--- src/rtl/nvram_ctrl_pkg.sv ---
package nvram_ctrl_pkg;

    typedef enum logic [2:0] {
        ST_IDLE,
        ST_WR_TURN,
        ST_WR_SETUP,
        ST_WR_PULSE,
        ST_WR_RECOV,
        ST_RD_ACCESS
    } ctrl_state_e;

    // ceil(time / period), never below one cycle
    function automatic int unsigned ps_to_cycles(input int unsigned t_ps,
                                                 input int unsigned clk_ps);
        int unsigned c;
        c = (t_ps + clk_ps - 1) / clk_ps;
        if (c < 1) c = 1;
        return c;
    endfunction

    function automatic int unsigned max_u(input int unsigned a, input int unsigned b);
        return (a > b) ? a : b;
    endfunction

endpackage

--- src/rtl/nvram_interval_timer.sv ---
module nvram_interval_timer #(
    parameter int CNT_W = 2
) (
    input  logic             clk,
    input  logic             rst_n,
    input  logic             load,
    input  logic [CNT_W-1:0] load_val,
    output logic             expired
);

    logic [CNT_W-1:0] cnt_q;

    // a load of N keeps the phase for N cycles (count N-1 .. 0)
    always_ff @(posedge clk or negedge rst_n) begin
        if (!rst_n) begin
            cnt_q <= '0;
        end else if (load) begin
            cnt_q <= (load_val == '0) ? '0 : load_val - 1'b1;
        end else if (cnt_q != '0) begin
            cnt_q <= cnt_q - 1'b1;
        end
    end

    assign expired = (cnt_q == '0);

endmodule

--- src/rtl/nvram_bus_path.sv ---
module nvram_bus_path #(
    parameter int ADDR_W = 19,
    parameter int DATA_W = 8
) (
    input  logic              clk,
    input  logic              rst_n,
    input  logic              accept,
    input  logic [ADDR_W-1:0] req_addr,
    input  logic [DATA_W-1:0] req_wdata,
    input  logic              capture,
    input  logic [DATA_W-1:0] mem_dq_in,
    output logic [ADDR_W-1:0] mem_addr,
    output logic [DATA_W-1:0] mem_dq_out,
    output logic              rsp_valid,
    output logic [DATA_W-1:0] rsp_rdata
);

    // address and write byte held for the whole access
    always_ff @(posedge clk or negedge rst_n) begin
        if (!rst_n) begin
            mem_addr   <= '0;
            mem_dq_out <= '0;
        end else if (accept) begin
            mem_addr   <= req_addr;
            mem_dq_out <= req_wdata;
        end
    end

    // read byte captured at the end of the access count
    always_ff @(posedge clk or negedge rst_n) begin
        if (!rst_n) begin
            rsp_valid <= 1'b0;
            rsp_rdata <= '0;
        end else begin
            rsp_valid <= capture;
            if (capture) begin
                rsp_rdata <= mem_dq_in;
            end
        end
    end

endmodule

--- src/rtl/nvram_seq_fsm.sv ---
module nvram_seq_fsm
    import nvram_ctrl_pkg::*;
#(
    parameter int CNT_W = 2,
    parameter int ACC_N = 2,
    parameter int WP_N  = 1,
    parameter int REC_N = 1,
    parameter int OFF_N = 1
) (
    input  logic             clk,
    input  logic             rst_n,
    input  logic             req_valid,
    input  logic             req_write,
    input  logic             tmr_expired,
    output logic             req_ready,
    output logic             accept,
    output logic             capture,
    output logic             tmr_load,
    output logic [CNT_W-1:0] tmr_val,
    output logic             ce_n,
    output logic             we_n,
    output logic             oe_n,
    output logic             dq_oe
);

    localparam logic [CNT_W-1:0] ACC_V = CNT_W'(ACC_N);
    localparam logic [CNT_W-1:0] WP_V  = CNT_W'(WP_N);
    localparam logic [CNT_W-1:0] REC_V = CNT_W'(REC_N);
    localparam logic [CNT_W-1:0] OFF_V = CNT_W'(OFF_N);

    ctrl_state_e state_q, state_d;
    logic        rd_last_q, rd_last_d;

    // state register
    always_ff @(posedge clk or negedge rst_n) begin
        if (!rst_n) begin
            state_q   <= ST_IDLE;
            rd_last_q <= 1'b0;
        end else begin
            state_q   <= state_d;
            rd_last_q <= rd_last_d;
        end
    end

    // transitions
    always_comb begin
        state_d   = state_q;
        rd_last_d = rd_last_q;
        accept    = 1'b0;
        capture   = 1'b0;
        tmr_load  = 1'b0;
        tmr_val   = '0;
        unique case (state_q)
            ST_IDLE: begin
                if (req_valid) begin
                    accept = 1'b1;
                    if (req_write) begin
                        if (rd_last_q) begin
                            state_d  = ST_WR_TURN;
                            tmr_load = 1'b1;
                            tmr_val  = OFF_V;
                        end else begin
                            state_d = ST_WR_SETUP;
                        end
                    end else begin
                        state_d  = ST_RD_ACCESS;
                        tmr_load = 1'b1;
                        tmr_val  = ACC_V;
                    end
                end
            end
            ST_WR_TURN: begin
                if (tmr_expired) begin
                    state_d = ST_WR_SETUP;
                end
            end
            ST_WR_SETUP: begin
                state_d   = ST_WR_PULSE;
                rd_last_d = 1'b0;
                tmr_load  = 1'b1;
                tmr_val   = WP_V;
            end
            ST_WR_PULSE: begin
                if (tmr_expired) begin
                    state_d  = ST_WR_RECOV;
                    tmr_load = 1'b1;
                    tmr_val  = REC_V;
                end
            end
            ST_WR_RECOV: begin
                if (tmr_expired) begin
                    state_d = ST_IDLE;
                end
            end
            ST_RD_ACCESS: begin
                if (tmr_expired) begin
                    state_d   = ST_IDLE;
                    capture   = 1'b1;
                    rd_last_d = 1'b1;
                end
            end
            default: state_d = ST_IDLE;
        endcase
    end

    // strobes and driver enable per state
    always_comb begin
        req_ready = 1'b0;
        ce_n      = 1'b1;
        we_n      = 1'b1;
        oe_n      = 1'b1;
        dq_oe     = 1'b0;
        unique case (state_q)
            ST_IDLE:      req_ready = 1'b1;
            ST_WR_TURN:   dq_oe     = 1'b0;
            ST_WR_SETUP: begin
                ce_n  = 1'b0;
                dq_oe = 1'b1;
            end
            ST_WR_PULSE: begin
                ce_n  = 1'b0;
                we_n  = 1'b0;
                dq_oe = 1'b1;
            end
            ST_WR_RECOV:  dq_oe = 1'b1;
            ST_RD_ACCESS: begin
                ce_n = 1'b0;
                oe_n = 1'b0;
            end
            default: req_ready = 1'b0;
        endcase
    end

endmodule

--- src/rtl/async_nvram_ctrl.sv ---
module async_nvram_ctrl
    import nvram_ctrl_pkg::*;
#(
    parameter int ADDR_W          = 19,
    parameter int DATA_W          = 8,
    parameter int CLK_PERIOD_PS   = 20000,
    parameter int T_CYCLE_PS      = 35000,
    parameter int T_ADDR_ACC_PS   = 35000,
    parameter int T_OE_ACC_PS     = 15000,
    parameter int T_WPULSE_PS     = 15000,
    parameter int T_DSETUP_PS     = 10000,
    parameter int T_ADDR_END_PS   = 20000,
    parameter int T_WRECOV_PS     = 12000,
    parameter int T_OE_OFF_PS     = 10000
) (
    input  logic              clk,
    input  logic              rst_n,
    input  logic              req_valid,
    output logic              req_ready,
    input  logic              req_write,
    input  logic [ADDR_W-1:0] req_addr,
    input  logic [DATA_W-1:0] req_wdata,
    output logic              rsp_valid,
    output logic [DATA_W-1:0] rsp_rdata,
    output logic [ADDR_W-1:0] mem_addr,
    output logic              mem_ce_n,
    output logic              mem_we_n,
    output logic              mem_oe_n,
    output logic [DATA_W-1:0] mem_dq_out,
    output logic              mem_dq_oe,
    input  logic [DATA_W-1:0] mem_dq_in
);

    localparam int unsigned CLK_PS = CLK_PERIOD_PS;
    localparam int unsigned CYC_N  = ps_to_cycles(T_CYCLE_PS, CLK_PS);
    // read: longest of address access, output access and cycle time
    localparam int unsigned ACC_N  = max_u(max_u(ps_to_cycles(T_ADDR_ACC_PS, CLK_PS),
                                                 ps_to_cycles(T_OE_ACC_PS, CLK_PS)), CYC_N);
    // write: setup cycle counts toward address/data lead time
    localparam int unsigned AEND_N = ps_to_cycles(T_ADDR_END_PS, CLK_PS);
    localparam int unsigned DSET_N = ps_to_cycles(T_DSETUP_PS, CLK_PS);
    localparam int unsigned WP_N   = max_u(ps_to_cycles(T_WPULSE_PS, CLK_PS),
                                           max_u((AEND_N > 1) ? AEND_N - 1 : 1,
                                                 (DSET_N > 1) ? DSET_N - 1 : 1));
    localparam int unsigned TAIL_N = (CYC_N > WP_N + 1) ? CYC_N - WP_N - 1 : 1;
    localparam int unsigned REC_N  = max_u(ps_to_cycles(T_WRECOV_PS, CLK_PS), TAIL_N);
    localparam int unsigned OFF_N  = ps_to_cycles(T_OE_OFF_PS, CLK_PS);
    localparam int unsigned CNT_MX = max_u(max_u(ACC_N, WP_N), max_u(REC_N, OFF_N));
    localparam int          CNT_W  = (CNT_MX < 2) ? 1 : $clog2(CNT_MX + 1);

    logic             accept;
    logic             capture;
    logic             tmr_load;
    logic [CNT_W-1:0] tmr_val;
    logic             tmr_expired;

    nvram_seq_fsm #(
        .CNT_W (CNT_W),
        .ACC_N (int'(ACC_N)),
        .WP_N  (int'(WP_N)),
        .REC_N (int'(REC_N)),
        .OFF_N (int'(OFF_N))
    ) u_fsm (
        .clk         (clk),
        .rst_n       (rst_n),
        .req_valid   (req_valid),
        .req_write   (req_write),
        .tmr_expired (tmr_expired),
        .req_ready   (req_ready),
        .accept      (accept),
        .capture     (capture),
        .tmr_load    (tmr_load),
        .tmr_val     (tmr_val),
        .ce_n        (mem_ce_n),
        .we_n        (mem_we_n),
        .oe_n        (mem_oe_n),
        .dq_oe       (mem_dq_oe)
    );

    nvram_interval_timer #(
        .CNT_W (CNT_W)
    ) u_timer (
        .clk      (clk),
        .rst_n    (rst_n),
        .load     (tmr_load),
        .load_val (tmr_val),
        .expired  (tmr_expired)
    );

    nvram_bus_path #(
        .ADDR_W (ADDR_W),
        .DATA_W (DATA_W)
    ) u_bus (
        .clk        (clk),
        .rst_n      (rst_n),
        .accept     (accept),
        .req_addr   (req_addr),
        .req_wdata  (req_wdata),
        .capture    (capture),
        .mem_dq_in  (mem_dq_in),
        .mem_addr   (mem_addr),
        .mem_dq_out (mem_dq_out),
        .rsp_valid  (rsp_valid),
        .rsp_rdata  (rsp_rdata)
    );

endmodule

--- config.mk ---
export PLATFORM = sky130hd
export DESIGN_NAME = async_nvram_ctrl
export DESIGN_NICKNAME = d
export VERILOG_FILES = /design/src/rtl/nvram_ctrl_pkg.sv /design/src/rtl/nvram_interval_timer.sv /design/src/rtl/nvram_bus_path.sv /design/src/rtl/nvram_seq_fsm.sv /design/src/rtl/async_nvram_ctrl.sv
export SDC_FILE = /design/constraint.sdc
export NUM_CORES = 1
export LEC_CHECK = 0
export BUFFER_PORTS_ARGS = -buffer_cell sky130_fd_sc_hd__buf_2
export CAP_MARGIN = 20
export CORE_MARGIN = 3
export CORE_UTILIZATION = 40
export CTS_CLUSTER_DIAMETER = 40
export DETAILED_ROUTE_END_ITERATION = 12
export PLACE_DENSITY_LB_ADDON = 0.08
export SLEW_MARGIN = 25
export SYNTH_ARGS = -nofsm -noshare
export SYNTH_HDL_FRONTEND = slang
export SYNTH_SLANG_ARGS = --single-unit
--- constraint.sdc ---
create_clock -name clk -period 1.5 [get_ports clk]
set_input_delay 0.3 -clock clk [delete_from_list [all_inputs] [get_ports clk]]
set_output_delay 0.3 -clock clk [all_outputs]
set_load 0.01 [all_outputs]
==> summary.txt, run 1 <==
Timing
  • Number of slew-limit violations in the final report: 0
  • Highest Clock Rate: about 630 MHz
  • Final worst path period share: 107%
  • Final setup vio count: 33
  • Fin crit period: 1600 ps
  • Unrepaired setup endpoints after global routing: true
  • Transition time at the pin with the least slew margin: roughly 520 ps
  • Post-Route Skew: 6.97 ps
  • Final hold violation count: 0
  • Slack of the critical path: -98.6 ps
  • Headroom to the max-slew limit: 65.4%
  • Setup TNS after final layout: -2340 ps

Status
  • Violated checks: negative setup slack
  • Status: finished with violations

Logic synthesis
  • Yosys warns: 0
  • Syn Nets: 164
  • Syn Std Cell Area: 1830 um2
  • Sequential area share after synthesis: 57.5%
  • Synth Instances: approximately 120
  • Unique cell type count in the Yosys netlist: 28
  • Number of storage elements in the synthesis netlist: 42
  • Post-Synthesis Mean Instance Area: 14.7 um2

Setup path
  • Crit Path Class: flop to primary output
  • WP data arrival: 1300 ps
  • Worst-path fanout max: 5
  • Critical path required time: 1200 ps
  • Worst setup EP type: primary output
  • Type of element launching the critical path: flop

Detailed routing
  • First-pass DRT Iterations: 4
  • Number of nets with antenna violations after detailed routing: 0
  • Average detailed-routed wire length per instance: 16.1 um
  • Avg Vias per Cell: 4.90
  • Post-detailed-routing wire length: approximately 4.4 mm
  • Number of DRC violations after detailed-routing iteration 0: 86
  • Count of unresolved DRC violations after routing: 0
  • Total via count after detailed routing: 1,333

Placed design
  • # port buffers: a little under 80
  • Post-DP HPWL: roughly 2.9 mm
  • Final RePlAce weighted congestion: 0.874

Worst hold path
  • Hold/Removal Path Class: input port to flop

CTS
  • Clock network latency to the later pin of the worst-skew pair: 300 ps
  • Clock input transition at the sequential cells of the worst setup and hold paths: 90 ps
  • CTS sink cnt: 42
  • Number of buffers on the longest clock path: 2
  • Clock root buffer: clkbuf_8
  • Clock tree from TritonCTS: yes
  • H-Tree Depth: 2
  • Number of buffers inserted during clock tree synthesis: 5

Floorplanning
  • Die height: between 70 and 80 um
  • Floorplan die area: 5420 um2
  • Core area: 4200 um2
  • Boundary pin count: 80
  • Initial core utilization: 43.5%
  • Std-Cell Rows: 23
  • Width of the chip: 73.6 um

GRT
  • Met3 usage in global routing: 5.61%
  • Met2 usage: 28.7%
  • Number of global-route vias before repair: between 1,000 and 1,500
  • GRT Overall Usage: 17.4%
  • GRT met1 Usage: 20.9%
  • First-pass GRT wire length: 7.05 mm
  • Number of antenna violations at the first check in global routing: 0
  • Pin count of the biggest net entering global routing: 23
  • Sum of overflow across all layers after global routing: 0
  • GR peak layer: met2

Cells and area
  • Ratio of cells with drive above 1 in the final layout: 66.7%
  • Diodes inserted: 0
  • Area growth from synthesis to final layout: 46.3%
  • Final net count: 261

Pwr
  • P_leak: approximately 1.3 nW
  • Overall power of the completed layout: 6.09 mW
  • Power per standard cell area: ~2300 nW/um2
  • Peak supply drop: roughly 0.0009 V

Job
  • Maxcap violations: 0
==> power by group <==
part           internal (mW)  leakage (nW)  switching, mW  total [mW]
Clock                  0.667        0.0683          0.415        1.08
Combinational           1.71         0.777           1.27        2.98
Sequential              1.70         0.500          0.325        2.03
==> cells in the final DEF, fill, tap and decap left out, types with 2 or more instances in the layout <==
cell and instances:
bufinv_16 2, mux2_2 8, buf_12 3, clkbuf_16 2, nand2b_1 2, inv_1 6
nor2_1 2, buf_2 79, buf_6 5, o21ai_0 2, buf_4 5, a31oi_1 2
clkbuf_8 5, buf_8 2, mux2_4 27, nand2_1 4, nand2b_4 2, dfrtp_1 42
a21oi_1 2
==> synthesized netlist by cell type <==
cell | instances | area share (%)
a211oi_1 | 1 | 0.41
o32ai_1 | 1 | 0.48
mux2_4 | 19 | 16
xor2_1 | 1 | 0.48
a31oi_1 | 2 | 0.68
o41ai_1 | 1 | 0.48
o21ai_0 | 3 | 0.82
o22ai_1 | 1 | 0.34
ha_1 | 1 | 0.68
nor4b_4 | 1 | 1.3
nand2b_1 | 4 | 1.4
inv_1 | 6 | 1.2
nand3b_1 | 1 | 0.41
and2_1 | 1 | 0.34
mux2_2 | 8 | 4.9
nor2_1 | 2 | 0.41
nand2_1 | 4 | 0.82
buf_6 | 4 | 2.5
nor2b_1 | 3 | 1.0
nor3_1 | 1 | 0.27
clkbuf_1 | 2 | 0.41
dfrtp_1 | 42 | 57
a32oi_1 | 1 | 0.48
nand3_2 | 1 | 0.55
mux2_1 | 8 | 4.9
buf_2 | 1 | 0.27
a21oi_1 | 3 | 0.82
nor4b_1 | 1 | 0.48
==> state kept, by name (all words and copies together) (netlist names) <==
register          count
u_bus.mem_addr       19
u_bus.mem_dq_out      8
u_bus.rsp_rdata       8
u_bus.rsp_valid       1
u_fsm.rd_last_q       1
u_fsm.state_q         3
u_timer.cnt_q         2
==> metrics by stage <==
step	setup slack (ps)	cell area [um2]	util, %	cells	hold slack, ps
6_report	-98.6	2680	63.7	272	229
5_1_grt	-170	2680	63.7	272	207
4_1_cts	-115	2590	61.7	270	206
3_5_place_dp	-56.8	2300	54.8	254	304
3_3_place_gp	21.5	2300	54.8	254	295
2_1_floorplan	24.8	1830	-	124	4.41
==> worst paths after layout <==
path / end / cells past startpoint / start / slack [ps]
worst max-delay path: mem_dq_oe / 5 / u_fsm.state_q[1] / -100
worst min-delay path: u_bus.mem_addr[9] / 2 / req_addr[9] / 230
worst max register to register: u_bus.mem_addr[18] / 5 / u_fsm.state_q[1] / -90
worst min register to register: u_bus.mem_addr[6] / 1 / u_bus.mem_addr[6] / 510
max in group asynchronous: u_bus.mem_dq_out[1] / 3 / rst_n / 500
min in group asynchronous: u_bus.mem_addr[11] / 2 / rst_n / 500
==> cells by family (layout without fill, tap and decap cells) <==
family / count (synthesis) / in the layout / synth area share [%]
flops: 42 / 42 / 57.5
mux: 35 / 35 / 25.5
simple gates: 19 / 19 / 6.98
compound gates: 13 / 13 / 4.52
buf+inv: 13 / 111 / 4.38
fa+ha+maj: 1 / 1 / 0.684
xor+xnor: 1 / 1 / 0.479
==> metal layers <==
| metal | vias to the layer above | routed length [um] | part of all wire, % |
|---|---|---|---|
| li1 | 623 | - | - |
| met3 | 9 | 302 | 6.9 |
| met2 | 56 | 2200 | 50 |
| met5 | - | 0 | 0 |
| met4 | 0 | 86 | 2.0 |
| met1 | 645 | 1800 | 41 |
==> worst max-delay path, cell delays in order, from the launching register on <==
cell and delay (ps):
dfrtp_1 400, buf_6 130, buf_6 120, nand2b_4 130, o21ai_2 90, buf_2 130
==> final cells by class <==
| type | count | area, um2 |
|---|---|---|
| Sequential cell | 42 | 1050 |
| Clock inverter | 3 | 68.8 |
| Inverter | 6 | 22.5 |
| Clock buffer | 5 | 68.8 |
| Tap cell | 50 | 62.6 |
| Fill cell | 349 | 1530 |
| Multi-Input combinational cell | 69 | 762 |
| Timing Repair Buffer | 97 | 639 |
==> repair_timing <==
action                     4_1_cts  5_1_grt
pin swaps                        1        1
resized for setup               25        9
hold endpoints to repair        21        0
hold buffers                     1        0
cloned                           2        2
buffers inserted                 5        0
setup endpoints to repair       21       36
No activity file was read; power rests on OpenSTA's default activity.
==> run 2, diff against run 1 <==
--- a/config.mk
+++ b/config.mk
@@ -9,6 +9,7 @@
 export CAP_MARGIN = 20
 export CORE_MARGIN = 3
 export CORE_UTILIZATION = 40
+export CTS_BUF_LIST = sky130_fd_sc_hd__clkbuf_4
 export CTS_CLUSTER_DIAMETER = 40
 export DETAILED_ROUTE_END_ITERATION = 12
 export PLACE_DENSITY_LB_ADDON = 0.08
==> summary.txt, run 2 (synthesis gave the netlist of run 1 again) <==
Detailed routing
  • Average detailed-routed wire length per instance: 15.6 um
  • Post-detailed-routing wire length: 4.29 mm
  • Avg Vias per Cell: about 4.9
  • Total via count after detailed routing: 1,350
  • First-pass DRT Iterations: 4
  • Count of unresolved DRC violations after routing: 0
  • Number of nets with antenna violations after detailed routing: 0
  • Number of DRC violations after detailed-routing iteration 0: between 90 and 100

Setup path
  • Worst-path fanout max: 3
  • Worst flop-to-flop path endpoint: u_bus.mem_addr[5]
  • Worst setup path startpoint: u_fsm.state_q[1]
  • Crit Path Class: flop to primary output
  • Worst Reg-to-Reg Cells: 6
  • Crit path to: mem_oe_n
  • WP data arrival: roughly 1400 ps
  • Worst setup EP type: primary output
  • Start of the worst register-to-register path: u_fsm.state_q[2]
  • Critical path required time: roughly 1200 ps
  • Flop2flop setup slack: -150 ps
  • Type of element launching the critical path: flop

Placed design
  • Number of cells in the design after placement: 254
  • # port buffers: about 80
  • Setup WS pre-CTS: -56.8 ps
  • Area post-placement: 2300 um2
  • Final RePlAce weighted congestion: slightly below 0.9
  • Post-DP HPWL: 2.86 mm

Timing
  • Final hold violation count: 0
  • Slack of the critical path: -187 ps
  • Post-Route Skew: 8.52 ps
  • WHS: 162 ps
  • Headroom to the max-slew limit: between 60% and 70%
  • Final worst path period share: 112%
  • Unrepaired setup endpoints after global routing: true
  • Highest Clock Rate: approximately 600 MHz
  • Transition time at the pin with the least slew margin: 521 ps
  • Final setup vio count: 33
  • Fin crit period: about 1700 ps
  • Number of slew-limit violations in the final report: 0
  • Setup TNS after final layout: -3350 ps

Floorplanning
  • Width of the chip: between 70 and 80 um
  • Initial core utilization: 43.5%
  • Std-Cell Rows: 23
  • Boundary pin count: 80
  • Floorplan die area: 5420 um2
  • Die height: roughly 74 um
  • Core area: 4200 um2

Cells and area
  • Final net count: 264
  • Final instance area: 2660 um2
  • Number of flip-flops in the largest register: 19
  • Layout fillers: 343
  • Area growth from synthesis to final layout: 45.7%
  • Registers with the most flip-flops: u_bus.mem_addr: 19 flops, u_bus.mem_dq_out: 8 flops, u_bus.rsp_rdata: 8 flops
  • Non-filler cells, final: between 200 and 300
  • Ratio of cells with drive above 1 in the final layout: 68.0%
  • Diodes inserted: 0
  • Leading cell type in the layout, fill and taps excluded: buf_2
  • Total area of multi-input combinational cells: 783 um2
  • Fin util: a little under two thirds
  • Register name with the most flops: u_bus.mem_addr
  • Register Area: between 1000 and 1500 um2
  • Highest-count cells in the layout ignoring fill and taps: buf_2, dfrtp_1, mux2_4

Pwr
  • Share of power burned in the clock network: 15.2%
  • Power per standard cell area: ~2200 nW/um2
  • Power Internal: just under 4 mW
  • Peak supply drop: about 0.001 V
  • Switching share of power: 33.6%
  • Relative contribution of combinational cells to total power: about 51%
  • P_leak: 1.35 nW
  • Overall power of the completed layout: 5.98 mW
  • Switching power: 2.01 mW
  • Seq pwr share: between 30% and 40%

GRT
  • Pin count of the biggest net entering global routing: 23
  • Number of antenna violations at the first check in global routing: 0
  • First-pass GRT wire length: roughly 7 mm
  • GRT Overall Usage: 17.2%
  • Number of global-route vias before repair: 1,434
  • Sum of overflow across all layers after global routing: 0

Status
  • Violated checks: negative setup slack
  • Status: finished with violations

CTS
  • Clock network latency to the later pin of the worst-skew pair: 360 ps
  • Clock root buffer: clkbuf_4
  • H-Tree Depth: 2
  • Clock input transition at the sequential cells of the worst setup and hold paths: 130 ps
  • Clock tree from TritonCTS: yes
  • Number of buffers inserted during clock tree synthesis: 5
  • CTS sink cnt: between 40 and 50
  • Number of buffers on the longest clock path: 2

Worst hold path
  • Worst hold path cell count: 2
  • Hold/Removal Path Class: input port to flop
  • Worst min-delay path startpoint: req_addr[8]

Job
  • Maxcap violations: 0
-- run 2: critical path, stage by stage (launching register included) --
cell and delay (ps):
dfrtp_1 420, buf_6 130, buf_4 130, nor2b_4 140, nand2_1 70, buf_2 140
-- run 2: worst min-delay path by stage --
| stage | endpoint | slack (ps) |
|---|---|---|
| 3_3_place_gp | u_bus.mem_addr[11] | 300 |
| 5_1_grt | u_bus.mem_addr[16] | 120 |
| 2_1_floorplan | u_bus.mem_addr[0] | 4 |
| 4_1_cts | u_bus.mem_addr[0] | 130 |
| 6_report | u_bus.mem_addr[8] | 160 |
| 3_5_place_dp | u_bus.mem_addr[11] | 300 |
-- run 2: what timing repair did --
| action | CTS | global route |
|---|---|---|
| hold buffers | 1 | 0 |
| endpoints found under the setup margin | 23 | 40 |
| buffers inserted | 6 | 3 |
| gates cloned | 2 | 1 |
| pin swaps | 0 | 2 |
| endpoints found under the hold margin | 21 | 0 |
| gates resized for setup | 16 | 21 |
-- run 2: layout make-up --
type	instances	area share (%)
Clock buffer	5	1.41
Clock inverter	3	2.58
Inverter	6	0.845
Multi-Input combinational cell	69	29.4
Sequential cell	42	39.5
Tap cell	50	2.35
Timing Repair Buffer	100	24.0
-- run 2: power by group through the flow --
stage | Sequential, mW | Clock, mW | Combinational (mW)
after CTS | 2.01 | 0.940 | 2.82
after global placement | 2.01 | 0 | 2.40
after global routing | 2.09 | 1.00 | 3.30
final | 2.02 | 0.910 | 3.05
after detailed placement | 2.02 | 0 | 2.46
after floorplan | 2.25 | 0 | 1.34
-- run 2: metal layers --
metal / GRT usage, % / routed length, um
met1: 21.9 / 1700
met2: 27.7 / 2220
met3: 5.06 / 299
met4: 6.24 / 73
met5: 0 / 0
